[config.mk]
export PLATFORM = sky130hd
export DESIGN_NAME = shutter_ctrl
export DESIGN_NICKNAME = d
export VERILOG_FILES = /design/src/rtl/shutter_pkg.sv /design/src/rtl/shutter_load_dec.sv /design/src/rtl/shutter_normal.sv /design/src/rtl/shutter_trig.sv /design/src/rtl/shutter_ctrl.sv
export SDC_FILE = /design/constraint.sdc
export NUM_CORES = 1
export LEC_CHECK = 0
export ABC_AREA = 1
export BUFFER_PORTS_ARGS = -buffer_cell sky130_fd_sc_hd__buf_2
export CAP_MARGIN = 20
export CORE_ASPECT_RATIO = 0.6
export CORE_MARGIN = 4
export CORE_UTILIZATION = 40
export DETAILED_ROUTE_END_ITERATION = 10
export SYNTH_ARGS = -nofsm -noshare
export SYNTH_HDL_FRONTEND = slang
export SYNTH_SLANG_ARGS = --single-unit
[constraint.sdc]
create_clock -name clk_i -period 2.6 [get_ports clk_i]
set_clock_uncertainty 0.05 [all_clocks]
set_input_delay 0 -clock clk_i [delete_from_list [all_inputs] [get_ports clk_i]]
set_output_delay 0 -clock clk_i [all_outputs]
set_load 0.02 [all_outputs]
[src/rtl/shutter_pkg.sv]
package shutter_pkg;
  typedef enum logic [1:0] {
    SHM_HIGH = 2'b00,
    SHM_LOW  = 2'b01,
    SHM_OFF  = 2'b10,
    SHM_OFF2 = 2'b11
  } shm_e;

  localparam int unsigned LOAD_W   = 9;
  localparam int unsigned LOAD_MAX = (1 << LOAD_W) - 1;
endpackage

[src/rtl/shutter_load_dec.sv]
module shutter_load_dec import shutter_pkg::*; #(
  parameter int unsigned FIELD_LINES = 262,
  parameter int unsigned EXP_BASE    = 262,
  parameter int unsigned LW          = $clog2(FIELD_LINES + 1),
  parameter int unsigned FW          = LOAD_W + 1
) (
  input  logic [LOAD_W-1:0] load_i,
  output logic [LW-1:0]     exp_lines_o,
  output logic [FW-1:0]     exp_fields_o
);
  int raw_lines;
  logic [FW-1:0] raw_fields;

  always_comb begin
    raw_lines = int'(EXP_BASE) - int'(LOAD_MAX) + int'(load_i);
    if (raw_lines < 1)                     exp_lines_o = LW'(1);
    else if (raw_lines > int'(FIELD_LINES)) exp_lines_o = LW'(FIELD_LINES);
    else                                   exp_lines_o = LW'(raw_lines);

    raw_fields   = FW'(LOAD_MAX - int'(load_i)) << 1;
    exp_fields_o = (raw_fields == '0) ? FW'(2) : raw_fields;
  end
endmodule

[src/rtl/shutter_normal.sv]
module shutter_normal import shutter_pkg::*; #(
  parameter int unsigned FIELD_LINES = 262,
  parameter int unsigned LW          = $clog2(FIELD_LINES + 1),
  parameter int unsigned FW          = LOAD_W + 1
) (
  input  logic          clk_i,
  input  logic          rst_ni,
  input  logic          line_stb_i,
  input  logic          field_stb_i,
  input  shm_e          mode_i,
  input  logic [LW-1:0] exp_lines_i,
  input  logic [FW-1:0] exp_fields_i,
  output logic          sub_o,
  output logic          sg_o
);
  logic [LW-1:0] line_q, line_d, thresh;
  logic [FW-1:0] fcnt_q, fcnt_d;
  logic          fld, low_hit;

  always_comb begin
    thresh = LW'(FIELD_LINES) - exp_lines_i;
    if (field_stb_i)                          line_d = '0;
    else if (line_q == LW'(FIELD_LINES - 1))  line_d = line_q;
    else                                      line_d = line_q + LW'(1);
    fld     = line_stb_i && field_stb_i;
    low_hit = ({1'b0, fcnt_q} + (FW+1)'(1)) >= {1'b0, exp_fields_i};
    sub_o   = line_stb_i && (mode_i == SHM_HIGH) && (line_d < thresh);
    sg_o    = fld && ((mode_i != SHM_LOW) || low_hit);
    if (mode_i != SHM_LOW) fcnt_d = '0;
    else if (fld)          fcnt_d = low_hit ? '0 : fcnt_q + FW'(1);
    else                   fcnt_d = fcnt_q;
  end

  always_ff @(posedge clk_i or negedge rst_ni) begin
    if (!rst_ni) begin
      line_q <= '0;
      fcnt_q <= '0;
    end else begin
      if (line_stb_i) line_q <= line_d;
      fcnt_q <= fcnt_d;
    end
  end

  AST_LINE_IN_FIELD: assert property (@(posedge clk_i) disable iff (!rst_ni)
    line_q < LW'(FIELD_LINES));
  AST_FCNT_BELOW_N: assert property (@(posedge clk_i) disable iff (!rst_ni)
    (mode_i == SHM_LOW && $stable(exp_fields_i) && $stable(mode_i)) |-> fcnt_q < exp_fields_i);
endmodule

[src/rtl/shutter_trig.sv]
module shutter_trig #(
  parameter int unsigned LW = 9
) (
  input  logic          clk_i,
  input  logic          rst_ni,
  input  logic          en_i,
  input  logic          line_stb_i,
  input  logic          trig_i,
  input  logic [LW-1:0] exp_lines_i,
  output logic          sub_o,
  output logic          sg_o,
  output logic          line_rst_o
);
  typedef enum logic {ST_IDLE, ST_EXP} st_e;
  st_e           st_q, st_d;
  logic [LW-1:0] cnt_q, cnt_d;
  logic          trig_q, fall;

  always_comb begin
    fall       = en_i && trig_q && !trig_i;
    st_d       = st_q;
    cnt_d      = cnt_q;
    sub_o      = 1'b0;
    sg_o       = 1'b0;
    line_rst_o = 1'b0;
    if (!en_i) begin
      st_d = ST_IDLE;
    end else if (st_q == ST_IDLE) begin
      sub_o = line_stb_i || fall;
      if (fall) begin
        line_rst_o = 1'b1;
        cnt_d      = exp_lines_i;
        st_d       = ST_EXP;
      end
    end else if (line_stb_i) begin
      if (cnt_q <= LW'(1)) begin
        sg_o = 1'b1;
        st_d = ST_IDLE;
      end else begin
        cnt_d = cnt_q - LW'(1);
      end
    end
  end

  always_ff @(posedge clk_i or negedge rst_ni) begin
    if (!rst_ni) begin
      st_q   <= ST_IDLE;
      cnt_q  <= '0;
      trig_q <= 1'b0;
    end else begin
      st_q   <= st_d;
      cnt_q  <= cnt_d;
      trig_q <= trig_i;
    end
  end

  AST_EXP_CNT_NONZERO: assert property (@(posedge clk_i) disable iff (!rst_ni)
    st_q == ST_EXP |-> cnt_q != '0);
  AST_SG_ENDS_EXP: assert property (@(posedge clk_i) disable iff (!rst_ni)
    sg_o |=> st_q == ST_IDLE);
endmodule

[src/rtl/shutter_ctrl.sv]
module shutter_ctrl import shutter_pkg::*; #(
  parameter int unsigned FIELD_LINES = 262,
  parameter int unsigned EXP_BASE    = 262
) (
  input  logic       clk_i,
  input  logic       rst_ni,
  input  logic       line_stb_i,
  input  logic       field_stb_i,
  input  logic [1:0] mode_i,
  input  logic       rnd_en_i,
  input  logic [8:0] load_i,
  input  logic       trig_i,
  output logic       sub_o,
  output logic       sg_o,
  output logic       wen_o,
  output logic       line_rst_o,
  output logic       vsync_halt_o
);
  localparam int unsigned LW = $clog2(FIELD_LINES + 1);
  localparam int unsigned FW = LOAD_W + 1;

  logic [LW-1:0] exp_lines;
  logic [FW-1:0] exp_fields;
  logic n_sub, n_sg, t_sub, t_sg, t_rst;

  shutter_load_dec #(.FIELD_LINES(FIELD_LINES), .EXP_BASE(EXP_BASE), .LW(LW), .FW(FW)) i_dec (
    .load_i(load_i), .exp_lines_o(exp_lines), .exp_fields_o(exp_fields)
  );

  shutter_normal #(.FIELD_LINES(FIELD_LINES), .LW(LW), .FW(FW)) i_norm (
    .clk_i, .rst_ni, .line_stb_i, .field_stb_i,
    .mode_i(shm_e'(mode_i)), .exp_lines_i(exp_lines), .exp_fields_i(exp_fields),
    .sub_o(n_sub), .sg_o(n_sg)
  );

  shutter_trig #(.LW(LW)) i_trig (
    .clk_i, .rst_ni, .en_i(rnd_en_i), .line_stb_i, .trig_i,
    .exp_lines_i(exp_lines), .sub_o(t_sub), .sg_o(t_sg), .line_rst_o(t_rst)
  );

  always_ff @(posedge clk_i or negedge rst_ni) begin
    if (!rst_ni) begin
      sub_o        <= 1'b0;
      sg_o         <= 1'b0;
      wen_o        <= 1'b0;
      line_rst_o   <= 1'b0;
      vsync_halt_o <= 1'b0;
    end else begin
      sub_o        <= rnd_en_i ? t_sub : n_sub;
      sg_o         <= rnd_en_i ? t_sg  : n_sg;
      wen_o        <= rnd_en_i ? t_sg  : n_sg;
      line_rst_o   <= rnd_en_i && t_rst;
      vsync_halt_o <= rnd_en_i;
    end
  end

  AST_RST_WITH_SUB: assert property (@(posedge clk_i) disable iff (!rst_ni)
    line_rst_o |-> sub_o && !sg_o);
  AST_WEN_MATCHES_SG: assert property (@(posedge clk_i) disable iff (!rst_ni)
    $rose(wen_o) |-> $rose(sg_o));
endmodule

==> metrics.txt <==
syn nets=466; clk slew on worst S/H paths=0.06 ns; run status=finished, final reports clean; worst min path class=in2reg; vias=2989; Core Footprint=7270 sq um; R2R setup slack=0.03 ns; TNS Setup=0 ns; final wirelength=8530 um; synth warn=0; LEAKAGE=0.00212 uW; layer with the highest usage=met1; share of power burned in registers=0.305; Final HPWL DP=6290 um; P_sw=739 uW; clock power share=0.368; Diodes inserted=0; drt wl/cell=14.1 um; global-route wire length before repair=13300 um; Worst slew margin=0.478; Crit Path Max Fanout=5; CTS H-tree depth=2; commonest cells after routing, fill and taps aside=nand2_1 (83), inv_1 (56), buf_4 (53); CP bufs+invs=3; M2 GR Usage=0.265; slowest CP cell=dfrtp_1; initial drt markers=255; Crit path required time=2.76 ns; Power Density=525 nW/um^2; Yosys reg bits=34; Netlist cell types=38; Slew Viols, Final=0; max_cap viols=0; die width=120 um; nets@finish=541; GPL Wtd Cong=0.841; layout cells sized above 1=0.347; Area growth syn-to-layout=38.8%; vias in the first global route=2698; slowest stage delay, CP=0.39 ns; Row Count=24; largest net degree at the start of global routing=35; iteration count of the initial detailed-routing pass=5; Die Height=75.1 um; sequential area share after synthesis=0.284; post-DR vias/cell=4.96; Gate power share=0.327; Cell Area, Placed=3570 sq um; Setup Viol. Count Final=0; CP Capture Type=flip-flop; CTS buffer count=5; startpoint types=flip-flop; Tightest Pin Transition=0.783 ns; CTS tree=done; Fin. Hold Viols=0; RSZ-0062 raised after global routing=true; Mean Syn Cell Area=7.09 sq um; Die ar.=9000 sq um; IO Count=22; Arrival @ worst endpoint=2.73 ns; DRC viols=0; Peak Freq=0.389 GHz; Port Buffers=21; CTS root buffer=clkbuf_16; VDD IR max=0.000286 V; Synth Cell Area=3000 sq um; post-route cell area=4160 sq um; Initial Utilization=0.413; GR Util met1=0.289; Pint=1450 uW; family with the most delay on the worst path=simple AND/OR/NAND/NOR gates; TritonCTS sink count=34; minimum clock period=2.57 ns; met3 Resource Use GR=0.0345; Syn Inst Count=423; worst skew pair latency=0.29 ns; commonest non-fill, non-tap cell in the layout=nand2_1; Post-DRT Antenna Nets=0; Cell Chain, Critical Path=ha_2 -> nand2_2 -> nor2_4 -> xnor2_1 -> inv_1 -> ha_4 -> nand2_1 -> inv_1 -> o21ai_1 -> o211ai_1 -> nand2_1 -> o21ai_1 -> nand3_1 -> nand3_2 -> buf_6 -> o22ai_1; Congestion Overflow GR=0; initial antenna violation count=0; period utilization=0.989; CTS max path bufs=2; total power=2190 uW; sw frac=0.338; Worst Setup Path Type=reg2reg; Global Route Usage Sum=0.187
[per-stage QoR]
step	hold slack, ns	cells	utilization	setup slack (ns)
floorplan	-0.346	423	-	0.00730
global placement	0.0759	586	0.491	-0.124
detailed placement	0.0836	586	0.491	-0.255
CTS	0.0409	597	0.523	-0.00612
global route	0.0745	603	0.573	-0.193
finish	0.0416	603	0.573	0.0295
[power by group through the flow]
stage,sequential [uW],combinational [uW],clock [uW]
floorplan,660,433,0
finish,666,714,805
CTS,662,648,807
global placement,672,623,0
global route,676,799,828
detailed placement,671,634,0
[synthesized netlist by cell type]
library cell | n | area share
a211o_1 | 1 | 0.0029
a21oi_1 | 24 | 0.040
a21oi_4 | 1 | 0.0054
a22oi_1 | 1 | 0.0025
a31oi_1 | 2 | 0.0042
and3_1 | 1 | 0.0021
buf_2 | 1 | 0.0017
buf_4 | 1 | 0.0025
clkbuf_1 | 9 | 0.011
clkinv_1 | 2 | 0.0025
dfrtp_1 | 34 | 0.28
dlygate4sd1_1 | 1 | 0.0029
ha_1 | 26 | 0.11
inv_1 | 61 | 0.076
inv_2 | 4 | 0.0050
inv_6 | 1 | 0.0029
mux2i_1 | 1 | 0.0033
nand2_1 | 97 | 0.12
nand2_2 | 12 | 0.025
nand2_4 | 2 | 0.0075
nand2_8 | 1 | 0.0067
nand3_1 | 21 | 0.035
nand3_2 | 5 | 0.017
nand3_4 | 2 | 0.012
nand3b_1 | 4 | 0.010
nand4_1 | 10 | 0.021
nor2_1 | 25 | 0.031
nor2_2 | 6 | 0.013
nor2_4 | 2 | 0.0075
nor3_1 | 3 | 0.0050
nor4_1 | 3 | 0.0063
o211ai_1 | 2 | 0.0050
o21ai_0 | 33 | 0.055
o21ai_1 | 2 | 0.0033
o22ai_1 | 3 | 0.0063
o41ai_1 | 3 | 0.0088
xnor2_1 | 3 | 0.0088
xor2_1 | 13 | 0.038
[registers in the layout, indices dropped and copies added (netlist names)]
signal and cells:
i_trig.st_q 1, i_norm.fcnt_q 10, vsync_halt_o 1, wen_o 1
i_trig.trig_q 1, i_trig.cnt_q 9, sub_o 1, i_norm.line_q 9
line_rst_o 1
[timing repair]
action / 4_1_cts / 5_1_grt
hold buffers: 3 / 0
setup buffers: 0 / 6
gates cloned: 0 / 0
pin swaps: 1 / 39
hold endpoints to repair: 37 / 0
endpoints found under the setup margin: 10 / 12
gates resized for setup: 3 / 72
[routing by layer]
metal | part of all wire | wire (um)
met5 | 0 | 0
met4 | 0.013 | 115
met3 | 0.049 | 421
met2 | 0.43 | 3680
met1 | 0.51 | 4310
[tightest hold or removal path: cells and delay by family]
kind	cells	cell delay, ns
and+or+nand+nor	2	0.14
buffers and inverters	1	0.19
[layout make-up]
| cell class | instances | area, sq um |
|---|---|---|
| clock buffer | 5 | 125 |
| sequential | 34 | 851 |
| tap | 104 | 130 |
| timing repair buffer | 80 | 573 |
| clock inverter | 3 | 68.8 |
| multi-input combinational | 309 | 2150 |
| inverter | 68 | 263 |
| fill | 669 | 3100 |
[kinds of logic after synthesis]
logic type	after synthesis	synth area share
fa+ha+maj	26	0.108
compound gates	72	0.133
xor+xnor	16	0.0467
mux	1	0.00334
simple gates	194	0.319
buf+inv	80	0.105
flops	34	0.284
[path summary, 6_finish.rpt]
kind / end / startpoint / cells past startpoint
min: i_norm.line_q[8] / line_stb_i / 3
min reg2reg: i_trig.cnt_q[3] / i_trig.cnt_q[3] / 2
max reg2reg: i_norm.fcnt_q[6] / i_norm.fcnt_q[0] / 16
max: i_norm.fcnt_q[6] / i_norm.fcnt_q[0] / 16
max in group asynchronous: i_norm.line_q[8] / rst_ni / 2
min in group asynchronous: i_norm.fcnt_q[1] / rst_ni / 2
(Power assumes the default switching activity.)
